### src/rtl/pix_pkg.sv
package pix_pkg;
  localparam int CH_W   = 8;
  localparam int PIX_W  = 4 * CH_W;
  localparam int CLUT_AW = 8;

  typedef enum logic [3:0] {
    CM_ARGB8888 = 4'd0, CM_RGB888 = 4'd1, CM_RGB565 = 4'd2, CM_ARGB1555 = 4'd3,
    CM_ARGB4444 = 4'd4, CM_L8 = 4'd5, CM_AL44 = 4'd6, CM_AL88 = 4'd7,
    CM_L4 = 4'd8, CM_A8 = 4'd9, CM_A4 = 4'd10
  } cmode_e;

  typedef enum logic [1:0] {AM_KEEP = 2'd0, AM_FIXED = 2'd1, AM_SCALE = 2'd2, AM_RSVD = 2'd3} amode_e;

  typedef struct packed {
    logic [CH_W-1:0] a;
    logic [CH_W-1:0] r;
    logic [CH_W-1:0] g;
    logic [CH_W-1:0] b;
  } argb_t;

  function automatic logic [7:0] wid5(input logic [4:0] v);
    return {v, v[4:2]};
  endfunction
  function automatic logic [7:0] wid6(input logic [5:0] v);
    return {v, v[5:4]};
  endfunction
  function automatic logic [7:0] wid4(input logic [3:0] v);
    return {v, v};
  endfunction
  function automatic logic [7:0] wid1(input logic v);
    return {8{v}};
  endfunction
endpackage

### src/rtl/pix_unpack.sv
module pix_unpack
  import pix_pkg::*;
(
  input  logic [PIX_W-1:0]   word_i,
  input  logic [2:0]         sub_i,
  input  logic [3:0]         cmode_i,
  input  logic [CH_W*3-1:0]  fix_rgb_i,
  output argb_t              pix_o,
  output logic               idx_use_o,
  output logic [CLUT_AW-1:0] idx_o,
  output logic               own_alpha_o,
  output logic               no_alpha_o,
  output logic               err_o
);
  logic [15:0] half;
  logic [7:0]  byte_s;
  logic [3:0]  nib;

  assign half   = sub_i[0] ? word_i[31:16] : word_i[15:0];
  assign byte_s = word_i[{sub_i[1:0], 3'b000} +: 8];
  assign nib    = word_i[{sub_i, 2'b00} +: 4];

  always_comb begin
    pix_o       = '0;
    idx_use_o   = 1'b0;
    idx_o       = '0;
    own_alpha_o = 1'b0;
    no_alpha_o  = 1'b0;
    err_o       = 1'b0;
    case (cmode_i)
      CM_ARGB8888: pix_o = word_i;
      CM_RGB888: begin
        pix_o = {8'hff, word_i[23:0]};
        no_alpha_o = 1'b1;
      end
      CM_RGB565: begin
        pix_o = {8'hff, wid5(half[15:11]), wid6(half[10:5]), wid5(half[4:0])};
        no_alpha_o = 1'b1;
      end
      CM_ARGB1555: pix_o = {wid1(half[15]), wid5(half[14:10]), wid5(half[9:5]), wid5(half[4:0])};
      CM_ARGB4444: pix_o = {wid4(half[15:12]), wid4(half[11:8]), wid4(half[7:4]), wid4(half[3:0])};
      CM_L8: begin
        idx_use_o = 1'b1;
        idx_o = byte_s;
        no_alpha_o = 1'b1;
      end
      CM_AL44: begin
        idx_use_o = 1'b1;
        idx_o = {4'd0, byte_s[3:0]};
        own_alpha_o = 1'b1;
        pix_o.a = wid4(byte_s[7:4]);
      end
      CM_AL88: begin
        idx_use_o = 1'b1;
        idx_o = half[7:0];
        own_alpha_o = 1'b1;
        pix_o.a = half[15:8];
      end
      CM_L4: begin
        idx_use_o = 1'b1;
        idx_o = {4'd0, nib};
        no_alpha_o = 1'b1;
      end
      CM_A8:   pix_o = {byte_s, fix_rgb_i};
      CM_A4:   pix_o = {wid4(nib), fix_rgb_i};
      default: err_o = 1'b1;
    endcase
  end
endmodule

### src/rtl/pix_alpha.sv
module pix_alpha
  import pix_pkg::*;
(
  input  argb_t           pix_i,
  input  logic [1:0]      amode_i,
  input  logic [CH_W-1:0] fix_alpha_i,
  output argb_t           pix_o
);
  logic [2*CH_W-1:0] prod;
  assign prod = pix_i.a * fix_alpha_i;

  always_comb begin
    pix_o = pix_i;
    case (amode_i)
      AM_FIXED: pix_o.a = fix_alpha_i;
      AM_SCALE: pix_o.a = CH_W'(prod / 16'd255);
      default:  pix_o.a = pix_i.a;
    endcase
  end
endmodule

### src/rtl/pix_expand.sv
module pix_expand
  import pix_pkg::*;
(
  input  logic               clk_i,
  input  logic               rst_ni,
  input  logic               in_valid_i,
  input  logic [PIX_W-1:0]   word_i,
  input  logic [2:0]         sub_i,
  input  logic [3:0]         cmode_i,
  input  logic [1:0]         amode_i,
  input  logic [CH_W-1:0]    fix_alpha_i,
  input  logic [CH_W*3-1:0]  fix_rgb_i,
  input  logic               clut_24b_i,
  output logic               clut_re_o,
  output logic [CLUT_AW-1:0] clut_addr_o,
  input  logic [PIX_W-1:0]   clut_data_i,
  output logic               out_valid_o,
  output logic [PIX_W-1:0]   pix_o,
  output logic               cfg_err_o
);
  argb_t             s0_pix;
  logic              s0_idx, s0_own, s0_noa, s0_err;
  logic [CLUT_AW-1:0] s0_addr;

  pix_unpack u_unpack (
    .word_i(word_i), .sub_i(sub_i), .cmode_i(cmode_i), .fix_rgb_i(fix_rgb_i),
    .pix_o(s0_pix), .idx_use_o(s0_idx), .idx_o(s0_addr), .own_alpha_o(s0_own),
    .no_alpha_o(s0_noa), .err_o(s0_err)
  );

  assign clut_re_o   = in_valid_i & s0_idx;
  assign clut_addr_o = s0_addr;

  // stage 1: aligned with CLUT read data
  logic            v1_q, err1_q, idx1_q, own1_q, noa1_q, c24_q;
  argb_t           pix1_q;
  logic [1:0]      am1_q;
  logic [CH_W-1:0] fa1_q;

  always_ff @(posedge clk_i or negedge rst_ni) begin
    if (!rst_ni) begin
      v1_q <= 1'b0; err1_q <= 1'b0; idx1_q <= 1'b0; own1_q <= 1'b0;
      noa1_q <= 1'b0; c24_q <= 1'b0; pix1_q <= '0; am1_q <= '0; fa1_q <= '0;
    end else begin
      v1_q <= in_valid_i;
      if (in_valid_i) begin
        err1_q <= s0_err;
        idx1_q <= s0_idx;
        own1_q <= s0_own;
        noa1_q <= s0_noa & (~s0_idx | clut_24b_i);
        c24_q  <= clut_24b_i;
        pix1_q <= s0_pix;
        am1_q  <= amode_i;
        fa1_q  <= fix_alpha_i;
      end
    end
  end

  argb_t merged, moded;
  always_comb begin
    merged = pix1_q;
    if (idx1_q) begin
      merged = clut_data_i;
      if (own1_q)     merged.a = pix1_q.a;
      else if (c24_q) merged.a = 8'hff;
    end
  end

  pix_alpha u_alpha (.pix_i(merged), .amode_i(am1_q), .fix_alpha_i(fa1_q), .pix_o(moded));

  always_ff @(posedge clk_i or negedge rst_ni) begin
    if (!rst_ni) begin
      out_valid_o <= 1'b0;
      pix_o       <= '0;
      cfg_err_o   <= 1'b0;
    end else begin
      out_valid_o <= v1_q;
      if (v1_q) begin
        pix_o     <= err1_q ? '0 : moded;
        cfg_err_o <= err1_q;
      end else begin
        cfg_err_o <= 1'b0;
      end
    end
  end

  AST_STAGE1_FOLLOWS: assert property (@(posedge clk_i) disable iff (!rst_ni) in_valid_i |=> v1_q);
  AST_OUT_FOLLOWS: assert property (@(posedge clk_i) disable iff (!rst_ni) v1_q |=> out_valid_o);
  AST_NO_SPURIOUS_OUT: assert property (@(posedge clk_i) disable iff (!rst_ni) !v1_q |=> !out_valid_o);
  AST_ERR_ZERO: assert property (@(posedge clk_i) disable iff (!rst_ni) cfg_err_o |-> (out_valid_o && pix_o == '0));
  AST_OPAQUE: assert property (@(posedge clk_i) disable iff (!rst_ni)
    (v1_q && noa1_q && !err1_q && am1_q == AM_KEEP) |=> pix_o[31:24] == 8'hff);
  AST_FIXED_ALPHA: assert property (@(posedge clk_i) disable iff (!rst_ni)
    (v1_q && !err1_q && am1_q == AM_FIXED) |=> pix_o[31:24] == $past(fa1_q));
  AST_SCALE_BOUND: assert property (@(posedge clk_i) disable iff (!rst_ni)
    (v1_q && !err1_q && am1_q == AM_SCALE) |=> pix_o[31:24] <= $past(fa1_q));
endmodule

### config.mk
export PLATFORM = sky130hd
export DESIGN_NAME = pix_expand
export DESIGN_NICKNAME = d
export VERILOG_FILES = /design/src/rtl/pix_pkg.sv /design/src/rtl/pix_unpack.sv /design/src/rtl/pix_alpha.sv /design/src/rtl/pix_expand.sv
export SDC_FILE = /design/constraint.sdc
export NUM_CORES = 1
export LEC_CHECK = 0
export ABC_AREA = 0
export BUFFER_PORTS_ARGS = -buffer_cell sky130_fd_sc_hd__buf_4
export CAP_MARGIN = 10
export CORE_MARGIN = 2
export CORE_UTILIZATION = 55
export DETAILED_ROUTE_END_ITERATION = 10
export GPL_TIMING_DRIVEN = 0
export PLACE_DENSITY = 0.88
export SETUP_SLACK_MARGIN = 0.2
export SYNTH_ARGS = -nofsm -noshare
export SYNTH_HDL_FRONTEND = slang
export SYNTH_HIERARCHICAL = 1
export SYNTH_SLANG_ARGS = --single-unit
### constraint.sdc
create_clock -name clk_i -period 12.83 [get_ports clk_i]
set_input_delay 1.9245 -clock clk_i [delete_from_list [all_inputs] [get_ports clk_i]]
set_output_delay 1.9245 -clock clk_i [all_outputs]
set_load 0.01 [all_outputs]
==> flow_summary.toml, run 1 <==
[floorplan]
die_h_um = 141
core_area_um2 = 18600
initial_core_util = 0.557
num_io_pins = 152
rows = 50
dieArea_um2 = 20000
die_x_um = 141

[synth]
avgSynthCellArea_um2 = 8.76
synthesis.instances = 1186
synth_area_um2 = 10400
syn_nets = 1370
yosysWarnings = 6

[sta]
rsz0062_at_grt = "no"
period_minus_slack_ps = 11960
hold_viol = 0
tns_ps = 0
relSlewSlack = 0.306
clock_skew_ps = 13.7
fin_crit_sh = 0.932
fmax_mhz = 83.6
slew_viol_final = 0
finalSetupViolCount = 0
worstMarginPinSlew_ps = 1040
holdWs_ps = 421

[global_routing]
grt_max_degree = 82
grt_pass1_wl_um = 50200
grt_pass1_vias = 9825
overflow = 0
grtUsageTotal = 0.315
antenna_found_initial = 0

[min_path]
min_from = "v1_q"
holdPathStages = 0
hp-class = "flop to flop"
hold_end = "out_valid_o"

[place]
numPortBuffers = 147
place_hpwl_um = 25100
dpl.cell_count = 1567
place_congestion = 0.977

[cts]
post_cts_buffers = 0
clockRootBuffer = "clkbuf_16"
htreeDepth = 3
clk_latency_ps = 360
cts_resized = 0
cts_tree = "built"
cts_made_buffers = 9
clockBufferDepth = 2
cts_hold_buf = 0
cts_sinks = 81
path_clk_slew_ps = 70

[worst_setup_path]
crit_top_cell = "fa_1"
cp_slowest_stage_delay_ps = 720
worstPathRequired_ps = 13040
r2r_slack_ps = 1700
r2r_start = "idx1_q"
path_class = "input port to flop"
critPathLaunchType = "input port"
worstPathArrival_ps = 12170
slowest_stage = "mux2i_1"
cp_max_fo = 10
worstPathBufferInverterCount = 9
crit_family = "simple AND/OR/NAND/NOR gates"
r2r-end = "pix_o[24]"
r2r_cells = 43
worst_setup_path_end_kind = "flop"

[route]
vias_per_cell = 6.42
wl_per_cell_um = 20.3
routed_wl_um = 32200
drtAntennaViolNets = 0
route.detailed.drc = 0
drt_iter0_markers = 930
dr.pass1.iters = 6
num_vias = 10200

[layout]
fill_cells = 1522
multi_input_area_um2 = 7420
syn_to_final_growth_pct = 16.8
instances_no_fill = 1583
insertedDiodeCount = 0
seqCellArea_um2 = 2030
drive_gt1_frac = 0.268
final_nets = 1528
postLayoutCoreUtil = 0.651

[status]
outcome = "complete, no violations"

[job]
max_cap_violations = 0
-- layout make-up --
| type | count | area share |
|---|---|---|
| Buffer | 87 | 0.0480 |
| Clock buffer | 10 | 0.0197 |
| Timing Repair Buffer | 147 | 0.0910 |
| Sequential cell | 81 | 0.167 |
| Multi-Input combinational cell | 912 | 0.611 |
| Tap cell | 234 | 0.0241 |
| Inverter | 106 | 0.0328 |
| Clock inverter | 6 | 0.00609 |
-- state kept, by name, indices dropped and copies added, names as in the netlist --
register,cells
pix1_q,32
pix_o,32
fa1_q,8
am1_q,2
c24_q,1
cfg_err_o,1
err1_q,1
idx1_q,1
out_valid_o,1
own1_q,1
v1_q,1
-- how the worst max path moves through the flow --
| stage | from | to | slack (ps) | depth (start not counted) |
|---|---|---|---|---|
| 2_1_floorplan | clut_data_i[24] | pix_o[24] | 1930 | 42 |
| 3_3_place_gp | clut_data_i[24] | pix_o[24] | 690 | 39 |
| 3_5_place_dp | clut_data_i[27] | pix_o[24] | 610 | 41 |
| 4_1_cts | clut_data_i[27] | pix_o[24] | 910 | 43 |
| 5_1_grt | clut_data_i[30] | pix_o[24] | 210 | 40 |
| 6_report | clut_data_i[30] | pix_o[24] | 870 | 42 |
-- placed cells by master (no fill, tap or decap), types with 13 or more instances in the layout --
| master | instances |
|---|---|
| buf_4 | 176 |
| inv_1 | 106 |
| nand2_1 | 83 |
| dfrtp_1 | 81 |
| nor2_1 | 73 |
| o21ai_0 | 73 |
| and2_1 | 71 |
| ha_1 | 39 |
| nand3_1 | 38 |
| a21oi_1 | 38 |
| nand3b_1 | 36 |
| fa_1 | 36 |
| mux2_2 | 34 |
| mux2_4 | 33 |
| mux2i_1 | 23 |
| buf_2 | 21 |
| xnor2_1 | 20 |
| buf_6 | 16 |
| nand2b_1 | 16 |
| nor3_1 | 15 |
| a221oi_1 | 14 |
| clkbuf_1 | 13 |
| mux4_2 | 13 |
-- per-stage QoR --
step | setup WS (ps) | area, µm²
floorplan | 1930 | 10400
global placement | 690 | 11800
detailed placement | 609 | 11800
CTS | 912 | 12100
global route | 211 | 12100
finish | 869 | 12100
-- per-layer routing --
metal  vias up  global-route usage  share of wire  wire, µm
li1       4589                   -              -         -
met1      4937               0.419           0.41     13300
met4         0               0.123          0.037      1200
met2       540               0.522           0.48     15400
met3        97              0.0435          0.070      2250
met5         -                   0              0         0
Power of run 1 is left out: the tool's default activity adds up to more than one toggle a clock period on the data nets, which glitch-free logic cannot reach.
==> run 2: changes to the inputs <==
--- a/config.mk
+++ b/config.mk
@@ -11,7 +11,6 @@
 export CORE_MARGIN = 2
 export CORE_UTILIZATION = 55
 export DETAILED_ROUTE_END_ITERATION = 10
-export GPL_TIMING_DRIVEN = 0
 export PLACE_DENSITY = 0.88
 export SETUP_SLACK_MARGIN = 0.2
 export SYNTH_ARGS = -nofsm -noshare
==> run 2 against run 1 <==
Design area shrank 4.4%. Global-route usage shrank 1.4 points. First-iteration DRC count grew 24%. Worst setup slack gained 69 ps. Hold slack gained 96 ps. Register-to-register slack lost 310 ps. Critical endpoint unchanged. Largest cell class unchanged. Highest routed layer unchanged.
==> flow_summary.toml, run 2 (synthesis results as in run 1) <==
[global_routing]
grt_max_degree = 82
grt_pass1_wl_um = 48500
overflow = 0
grt_pass1_vias = 9454
grtUsageTotal = 0.301
antenna_found_initial = 0

[place]
pre_cts_ws_ps = 566
dpl_cell_area_um2 = 11300
place_hpwl_um = 23000
place_congestion = 1.03
numPortBuffers = 151

[sta]
fmax_mhz = 84.1
period_minus_slack_ps = 11890
hold_viol = 0
rsz0062_at_grt = "no"
tns_ps = 0
clock_skew_ps = 9.67
slew_viol_final = 0
worstMarginPinSlew_ps = 1190
relSlewSlack = 0.208
fin_crit_sh = 0.927
finalSetupViolCount = 0
fin_ws_ps = 938

[route]
route.detailed.drc = 0
drtAntennaViolNets = 0
vias_per_cell = 6.64
num_vias = 9995
drt_iter0_markers = 1154
dr.pass1.iters = 6
routed_wl_um = 30500
wl_per_cell_um = 20.3

[cts]
cts_tree = "built"
cts_resized = 0
clockRootBuffer = "clkbuf_16"
htreeDepth = 3
cts_made_buffers = 9
path_clk_slew_ps = 60
post_cts_buffers = 0
clockBufferDepth = 2
cts_sinks = 81
clk_latency_ps = 350
cts_hold_buf = 0

[floorplan]
die_x_um = 141
core_area_um2 = 18600
dieArea_um2 = 20000
die_h_um = 141
num_io_pins = 152
initial_core_util = 0.557
rows = 50

[layout]
syn_to_final_growth_pct = 11.7
fill_cells = 1523
drive_gt1_frac = 0.240
final_cell_mix = "155 x buf_4, 106 x inv_1, 83 x nand2_1"
final_nets = 1450
final_common_cell = "buf_4"
seqCellArea_um2 = 2030
final_cell_area_um2 = 11600
multi_input_area_um2 = 7410
insertedDiodeCount = 0
top_regs = "pix1_q: 32 flops, pix_o: 32 flops, fa1_q: 8 flops"

[worst_setup_path]
path_class = "input port to flop"
slowest_stage = "fa_1"
worstPathRequired_ps = 12990
critPathLaunchType = "input port"
cp_slowest_stage_delay_ps = 550
worstPathArrival_ps = 12060
crit_top_cell = "fa_1"
worst_setup_path_end_kind = "flop"
cp_max_fo = 11

[status]
outcome = "complete, no violations"

[job]
max_cap_violations = 0

[min_path]
hp-class = "flop to flop"
run 2: layer usage:
metal  global-route usage  routed length (µm)
met2                0.478               14100
met5                    0                   0
met3               0.0624                3110
met1                0.412               12300
met4                0.102                1000
run 2: layout make-up:
class,instances,area share
clock inverter,6,0.00582
tap,234,0.0252
multi-input combinational,912,0.639
timing repair buffer,156,0.101
inverter,106,0.0343
sequential,81,0.175
clock buffer,10,0.0197
run 2: through the flow:
step           utilization  hold WS, ps  instances
2_1_floorplan            -          373       1186
3_3_place_gp         0.604          495       1488
3_5_place_dp         0.604          501       1488
4_1_cts              0.620          518       1504
5_1_grt              0.622          528       1505
6_report             0.622          517       1505
run 2: final timing paths:
kind | to | from | slack (ps) | depth (start not counted)
worst max-delay path | pix_o[24] | clut_data_i[26] | 940 | 37
worst min-delay path | pix1_q[22] | pix1_q[22] | 520 | 1
worst max register to register | pix_o[24] | idx1_q | 1390 | 37
worst min register to register | pix1_q[22] | pix1_q[22] | 520 | 1
max in group asynchronous | v1_q | rst_ni | 10360 | 1
min in group asynchronous | pix1_q[8] | rst_ni | 1760 | 1
run 2: critical path, delay by kind of cell:
family                     cells  cell delay [ps]
AOI/OAI and AO/OA             10             2680
adders and majority gates      6             2680
buffers and inverters          4              280
muxes                          1              450
and+or+nand+nor               16             4030
Power of run 2 is left out for the same reason.
